`src/rtl/uart_frame_tx_pkg.sv`:
```
package uart_frame_tx_pkg;

  localparam int unsigned DATA_W  = 8;
  localparam int unsigned FRAME_W = 1 + DATA_W + 1 + 2;
  localparam int unsigned CNT_W   = $clog2(FRAME_W + 1);

  typedef enum logic [2:0] {
    PAR_NONE  = 3'd0,
    PAR_ODD   = 3'd4,
    PAR_HIGH  = 3'd5,
    PAR_EVEN  = 3'd6,
    PAR_LOW   = 3'd7
  } par_mode_e;

  // number of data bits selected by the 2-bit length code
  function automatic logic [CNT_W-1:0] data_len(input logic [1:0] code);
    return CNT_W'(5) + CNT_W'(code);
  endfunction

  // codes 0..3 carry no parity bit
  function automatic logic par_on(input logic [2:0] code);
    return code[2];
  endfunction

  function automatic logic par_value(input logic [2:0] code,
                                     input logic [DATA_W-1:0] data,
                                     input logic [1:0] len);
    logic acc;
    acc = 1'b0;
    for (int i = 0; i < DATA_W; i++)
      if (CNT_W'(i) < data_len(len)) acc = acc ^ data[i];
    case (code)
      PAR_ODD:  return ~acc;
      PAR_EVEN: return acc;
      PAR_HIGH: return 1'b1;
      default:  return 1'b0;
    endcase
  endfunction

endpackage

```
`src/rtl/uart_frame_tx_timer.sv`:
```
module uart_frame_tx_timer #(
  parameter int unsigned OVS = 8
) (
  input  logic clk,
  input  logic rst_n,
  input  logic run,
  input  logic clr,
  input  logic tick,
  output logic bit_end
);
  localparam int unsigned TW = (OVS > 1) ? $clog2(OVS) : 1;

  logic [TW-1:0] cnt;

  assign bit_end = run && !clr && tick && (cnt == TW'(OVS - 1));

  always_ff @(posedge clk or negedge rst_n) begin
    if (!rst_n)               cnt <= '0;
    else if (clr || !run)     cnt <= '0;
    else if (bit_end)         cnt <= '0;
    else if (tick)            cnt <= cnt + TW'(1);
  end
endmodule

```
`src/rtl/uart_frame_tx_builder.sv`:
```
module uart_frame_tx_builder
  import uart_frame_tx_pkg::*;
(
  input  logic [DATA_W-1:0]  data,
  input  logic [1:0]         len_sel,
  input  logic               stop2,
  input  logic [2:0]         par_sel,
  output logic [FRAME_W-1:0] frame,
  output logic [CNT_W-1:0]   nbits
);
  logic [CNT_W-1:0] n;
  logic [CNT_W-1:0] pidx;

  always_comb begin
    n     = data_len(len_sel);
    pidx  = n + CNT_W'(1);
    frame = '1;
    frame[0] = 1'b0;
    for (int i = 0; i < DATA_W; i++)
      if (CNT_W'(i) < n) frame[i+1] = data[i];
    if (par_on(par_sel)) frame[pidx] = par_value(par_sel, data, len_sel);
    nbits = CNT_W'(2) + n + CNT_W'(par_on(par_sel)) + CNT_W'(stop2);
  end
endmodule

```
`src/rtl/uart_frame_tx.sv`:
```
module uart_frame_tx
  import uart_frame_tx_pkg::*;
#(
  parameter int unsigned OVS = 8
) (
  input  logic              clk,
  input  logic              rst_n,
  input  logic              tick,
  input  logic              port_en,
  input  logic [1:0]        len_sel,
  input  logic              stop2,
  input  logic [2:0]        par_sel,
  input  logic              flow_en,
  input  logic              cts,
  input  logic              q_empty,
  input  logic [DATA_W-1:0] q_data,
  output logic              q_pop,
  output logic              txd,
  output logic              busy,
  output logic              frame_done
);
  logic [FRAME_W-1:0] shreg;
  logic [CNT_W-1:0]   left;
  logic [FRAME_W-1:0] new_frame;
  logic [CNT_W-1:0]   new_bits;
  logic               frame_start;
  logic               bit_end;
  logic               flow_ok;

  assign flow_ok     = !flow_en || cts;
  assign frame_start = !busy && port_en && !q_empty && flow_ok;
  assign q_pop       = frame_start;

  uart_frame_tx_builder u_build (
    .data    (q_data),
    .len_sel (len_sel),
    .stop2   (stop2),
    .par_sel (par_sel),
    .frame   (new_frame),
    .nbits   (new_bits)
  );

  uart_frame_tx_timer #(.OVS(OVS)) u_timer (
    .clk     (clk),
    .rst_n   (rst_n),
    .run     (busy),
    .clr     (frame_start),
    .tick    (tick),
    .bit_end (bit_end)
  );

  assign frame_done = port_en && busy && bit_end && (left == CNT_W'(1));
  assign txd        = busy ? shreg[0] : 1'b1;

  always_ff @(posedge clk or negedge rst_n) begin
    if (!rst_n) begin
      busy  <= 1'b0;
      shreg <= '1;
      left  <= '0;
    end else if (!port_en) begin
      busy  <= 1'b0;
      shreg <= '1;
      left  <= '0;
    end else if (frame_start) begin
      busy  <= 1'b1;
      shreg <= new_frame;
      left  <= new_bits;
    end else if (busy && bit_end) begin
      shreg <= {1'b1, shreg[FRAME_W-1:1]};
      left  <= left - CNT_W'(1);
      if (left == CNT_W'(1)) busy <= 1'b0;
    end
  end
endmodule

```
`config.mk`:
```
export PLATFORM = sky130hd
export DESIGN_NAME = uart_frame_tx
export DESIGN_NICKNAME = d
export VERILOG_FILES = /design/src/rtl/uart_frame_tx_pkg.sv /design/src/rtl/uart_frame_tx_timer.sv /design/src/rtl/uart_frame_tx_builder.sv /design/src/rtl/uart_frame_tx.sv
export SDC_FILE = /design/constraint.sdc
export NUM_CORES = 1
export LEC_CHECK = 0
export BUFFER_PORTS_ARGS = -buffer_cell sky130_fd_sc_hd__buf_4
export CAP_MARGIN = 20
export CORE_ASPECT_RATIO = 1.75
export CORE_MARGIN = 4
export CORE_UTILIZATION = 25
export CTS_CLUSTER_SIZE = 28
export DETAILED_ROUTE_END_ITERATION = 10
export PLACE_DENSITY_LB_ADDON = 0.05
export SYNTH_ARGS = -nofsm -noshare
export SYNTH_HDL_FRONTEND = slang
export SYNTH_SLANG_ARGS = --single-unit
```
`constraint.sdc`:
```
create_clock -name clk -period 2.4 [get_ports clk]
set_clock_uncertainty 0.15 [all_clocks]
set_input_delay 0.36 -clock clk [delete_from_list [all_inputs] [get_ports clk]]
set_output_delay 0.36 -clock clk [all_outputs]
set_load 0.03 [all_outputs]
```
======== Word level (Yosys, flattened, before mapping) ========
Index checks and enable logic that the tools add are counted.
storage, ports and cells
  register bits ........................... 20
  input bits .............................. 21
operators by class
  add/subtract/negate cells ............... 7
  $lt $le $gt $ge ......................... 10
  equality and inequality tests ........... 7
  muxes and demuxes ....................... 44
  bitwise gates (word level) .............. 8
  reduce and logical (&&, ||, !) cells .... 19
operators with widths
  kind                   number
  $mux W12               4
  $mux W1                31
  $lt A3 B4 Y1 const A   4
  $bwmux W12             1
  $eq A3 B3 Y1 const B   4
  $mux W4                3
  $logic_and A1 B1 Y1    11
  $mux W3                3
  $add A4 B1 Y4          2
  $lt A1 B4 Y1 const A   2
  $lt A2 B4 Y1 const A   2
  $xor A1 B1 Y1          7
  $ne A3 B1 Y1 const B   2
  $lt A4 B5 Y1 const B   1
  $add A2 B4 Y4 const A  1
  $add A3 B2 Y4 const A  1
  $add A4 B1 Y4 const B  1
  $demux W1 S4           1
  $eq A4 B1 Y1 const B   1
  $ge A4 B1 Y1 const B   1
  $logic_not A1 Y1       4
  $sub A4 B1 Y4 const B  1
  $add A3 B1 Y3 const B  1
  $pmux W1 S3            1
  4 further kinds        5

======== Logic depth before layout (Yosys ltp) ========
  depth after elaboration ................. 32
  depth in mapped cells ................... 10
  gate-level depth less buffers ........... 10

======== Cells and area by module ========
From an unflattened synthesis, not the netlist that was laid out.
second synthesis, totals
  cells, all modules ...................... 168
  area total of the unflattened synthesis .. 1597.8 um^2
modules (own cells, without submodules)
  module                 times used  cells an instance  area an instance (um^2)
  uart_frame_tx          1           91                 954.7
  uart_frame_tx_builder  1           61                 473.0
  uart_frame_tx_timer    1           16                 170.2

======== Worst setup path after synthesis ========
No wires, ideal clock.
  kind .................................... register to output
  from .................................... register u_timer.cnt[0]
  to ...................................... output port frame_done
  data arrival time ....................... 2.065 ns
  data required time ...................... 1.890 ns
  path slack .............................. -0.175 ns
  stages on the path, launching flop included .. 6
  cell sequence ........................... dfrtp_1 ha_1 ha_1 nand3_1 nor2_1 nor4b_1
between the ends
  cells in the longest elaborated chain, start to end .. 4
ends and longest elaborated chain
  element                            RTL line                   source
  start: declaration                 uart_frame_tx_timer.sv:13  logic [TW-1:0] cnt;
  start signal: assignment           uart_frame_tx_timer.sv:21  else if (tick) cnt <= cnt + TW'(1);
  $eq A3 B3 Y1                       uart_frame_tx_timer.sv:15  assign bit_end = run && !clr && tick && (cnt == TW'(OVS - 1));
  $logic_and A1 B1 Y1                uart_frame_tx_timer.sv:15
  $logic_and A1 B1 Y1 (2 in series)  uart_frame_tx.sv:52        assign frame_done = port_en && busy && bit_end && (left == CNT_W'(1));
  end: declaration                   uart_frame_tx.sv:20        output logic frame_done
Every way passes these cells.

======== Final worst setup path ========
  from .................................... input port len_sel[0]
  to ...................................... register shreg[10]
between the ends
  cells in the longest elaborated chain, start to end .. 32
ends and longest elaborated chain
  element                 RTL line                     source
  start: declaration      uart_frame_tx.sv:10          input logic [1:0] len_sel,
  $add A3 B2 Y4 *         uart_frame_tx_pkg.sv:17      return CNT_W'(5) + CNT_W'(code);
  $lt A1 B4 Y1            uart_frame_tx_pkg.sv:31      if (CNT_W'(i) < data_len(len)) acc = acc ^ data[i];
  $mux W1                 uart_frame_tx_pkg.sv:31
  $mux W1                 uart_frame_tx_builder.sv:21  if (par_on(par_sel)) frame[pidx] = par_value(par_sel, data, len_sel);
  $xor A1 B1 Y1           uart_frame_tx_pkg.sv:31
  $mux W1                 uart_frame_tx_pkg.sv:31
  $mux W1                 uart_frame_tx_builder.sv:21
  $xor A1 B1 Y1           uart_frame_tx_pkg.sv:31
  (+16 left out)          n/a
  $mux W1                 uart_frame_tx_builder.sv:21
  $not A1 Y1              uart_frame_tx_pkg.sv:33      PAR_ODD: return ~acc;
  $pmux W1 S3             uart_frame_tx_pkg.sv:32      case (code)
  $mux W1                 uart_frame_tx_builder.sv:21
  $bwmux W12 *            uart_frame_tx_builder.sv:21
  $mux W12 *              uart_frame_tx_builder.sv:21
  $mux W12 *              uart_frame_tx.sv:64          end else if (frame_start) begin
  $mux W12 *              uart_frame_tx.sv:60          end else if (!port_en) begin
  end signal: assignment  uart_frame_tx.sv:66          shreg <= new_frame;
  end signal: assignment  uart_frame_tx.sv:69          shreg <= {1'b1, shreg[FRAME_W-1:1]};
  end: declaration        uart_frame_tx.sv:22          logic [FRAME_W-1:0] shreg;
Mark *: on every way between the ends. The rest lies on a longest branch, timed or not. The select of a mux whose other input is x is not followed.
A chain may end at the register's enable or synchronous reset.

==> results.ini <==
[run_status]
status = complete, no violations

[synth]
yosysUniqueCellTypes = 38
syn-cell-area_um2 = 1460
async_reset_ff_frac = 1.00
synth_top_cell_by_area = dfstp_2
synth_ff_type = dfstp_2
synth-seq-cells = 20
synth_fp_nets = 198
synth_enable_flop_cells = 0
syn_area_per_cell_um2 = 9.03
synth-seq-area-share = 0.352
yosys_warnings = 0
synthTopCellsByArea = dfstp_2 (22%), dfrtp_1 (14%), ha_1 (12%)
synthCells = 162
netlist.area_leader.share = 0.216

[timing]
max_slew_margin = 0.589
post-route-period-util = 0.915
hold_viol_final = 0
grt_setup_unrepaired = no
slew_violations = 0
worst_slack_ns = 0.204
max_freq_mhz = 455
timing.hold.ws_ns = 0.167
setup_viol = 0
worst-slew-pin-transition_ns = 0.613
min_period_ns = 2.20

[power]
finalPower_w = 0.000867
power_density_nw_per_um2 = 457
vdd_drop_max_uv = 183
p_leak_nw = 0.840

[worst_setup_path]
crit_path_end_kind = flip-flop
cp_slowest_cell = or3_4
cp-start-kind = input pin
cp.required_ns = 2.42
r2r_slack_ns = 0.33
cp.arrival_ns = 2.21
path_cells = buf_4 -> clkinvlp_4 -> ha_1 -> nor2b_1 -> xnor2_1 -> xnor3_1 -> or3_4 -> a21boi_4 -> a41oi_1
crit_type = in2reg
max_stage_delay_ns = 0.37
crit_path_max_fanout = 5

[detailed_routing]
dr.pass1.iters = 4
drt_iter0_drc = 30
routed_wl_um = 3790
drt-wirelength-per-cell_um = 13.9
viasPerCell = 4.63
drtAntennaViolNets = 0
drc = 0
via_count = 1264

[die]
floorplan.initialDensity = 0.260
die_h_um = 109
dieArea_um2 = 7190
io_pins = 25
die_x_um = 65.8
core_area_um2 = 5630
row_count = 36

[global_route]
antenna_found_initial = 0
grt_max_degree = 21
grt_pass1_wl_um = 6350
grt_use_total = 0.116
grt.overflow.total = 0
grt_pass1_vias = 1303

[worst_hold_path]
hp-class = in2reg

[finish]
diodes = 0
drive_above_1_share = 0.305
design_area_um2 = 1900
nNetsFinal = 234
area_growth_pct = 29.8

[clock_tree]
cts_sinks = 20
clk_pin_slew_ns = 0.08
insertion_delay_ns = 0.26
root_buffer = clkbuf_8
cts_buffers = 3
htreeDepth = 1
cts_buffer_depth = 2
cts_tree = done

[placement]
post-dp-hpwl_um = 3060
pre_cts_ws_ns = -0.0929
place.gp.congestion = 0.754
portBuffers = 24
post_dp_cell_area_um2 = 1830

[flow_run]
drv_cap = 0

-- final timing paths --
| path | to | cells after the start | startpoint |
|---|---|---|---|
| min reg2reg | shreg[0] | 2 | shreg[1] |
| min | shreg[3] | 2 | port_en |
| max in group asynchronous | shreg[10] | 2 | rst_n |
| min in group asynchronous | u_timer.cnt[1] | 2 | rst_n |
| max reg2reg | left[2] | 6 | u_timer.cnt[1] |
| max | shreg[10] | 9 | len_sel[0] |
-- per-stage QoR --
stage | utilization | setup TNS [ns] | std cells
floorplan | - | 0 | 162
global placement | 0.325 | -0.389 | 268
detailed placement | 0.325 | -0.510 | 268
CTS | 0.336 | 0 | 273
global route | 0.337 | 0 | 273
finish | 0.337 | 0 | 273
-- cells in the final DEF (no fill, tap or decap), types with 2 or more instances in the layout --
cell,count
a21oi_1,5
a211oi_1,9
xnor2_1,8
o22ai_1,2
a21boi_0,2
and2_1,6
xor2_1,2
o21a_1,2
ha_1,12
dfstp_2,12
o21ai_0,6
nand3_1,5
o21ai_1,3
inv_1,12
clkbuf_8,4
a41oi_1,6
nor2b_1,4
ha_2,2
a2111oi_0,2
and3_1,2
buf_4,36
nand2_1,21
dfrtp_1,8
nor2_1,8
-- Yosys cell counts (2+ instances only) --
master and number:
a211oi_1 9, dfstp_2 12, ha_1 14, nor2_1 8
o21ai_0 7, and3_1 2, a21oi_1 5, nand3_1 6
buf_1 2, inv_1 13, nand2_1 21, xor2_1 2
o21a_1 2, o21ai_1 2, a21boi_0 2, xnor2_1 8
o22ai_1 2, a2111oi_0 2, dfrtp_1 8, clkbuf_1 4
nor2b_1 4, and2_1 6, a41oi_1 6
-- registers in the layout, indices dropped and copies added, names as in the netlist --
name,count
busy,1
left,4
shreg,12
u_timer.cnt,3
-- cell families after synthesis --
logic type | after synthesis | share of synthesized area
adder cells (fa/ha/maj) | 15 | 0.133
flip-flops | 20 | 0.352
AO/OA/AOI/OAI | 43 | 0.206
buffers and inverters | 19 | 0.0488
multiplexers | 1 | 0.00684
AND/OR/NAND/NOR | 53 | 0.177
XOR/XNOR | 11 | 0.0753
-- layer usage --
layer  up-vias  share of wire  GRT usage
li1        637              -          -
met1       595           0.41      0.136
met2        30           0.54      0.210
met3         2          0.044     0.0175
met4         0          0.011     0.0401
met5         -              0          0
-- repair_timing --
item,CTS,global route
endpoints found under the setup margin,0,1
endpoints found under the hold margin,8,0
hold buffers,1,0
buffers inserted,0,0
resized for setup,0,1
-- critical path: cells and delay by family --
| family | cells | cell delay (ns) |
|---|---|---|
| xor+xnor | 2 | 0.51 |
| fa+ha+maj | 1 | 0.22 |
| compound gates | 2 | 0.36 |
| buf+inv | 2 | 0.20 |
| simple gates | 2 | 0.56 |
-- layout make-up --
type	count	area, µm²
sequential	20	515
fill	600	3730
multi-input combinational	123	900
timing repair buffer	37	280
tap	76	95.1
clock buffer	4	55.1
inverter	13	52.6
-- power by group --
| part | internal (W) | switching, W | total, W |
|---|---|---|---|
| clock network | 0.000146 | 0.000115 | 0.000261 |
| registers | 0.000363 | 0.0000137 | 0.000377 |
| logic | 0.000110 | 0.000118 | 0.000229 |
| total | 0.000620 | 0.000247 | 0.000867 |
Power figures use the tool's default switching activity.
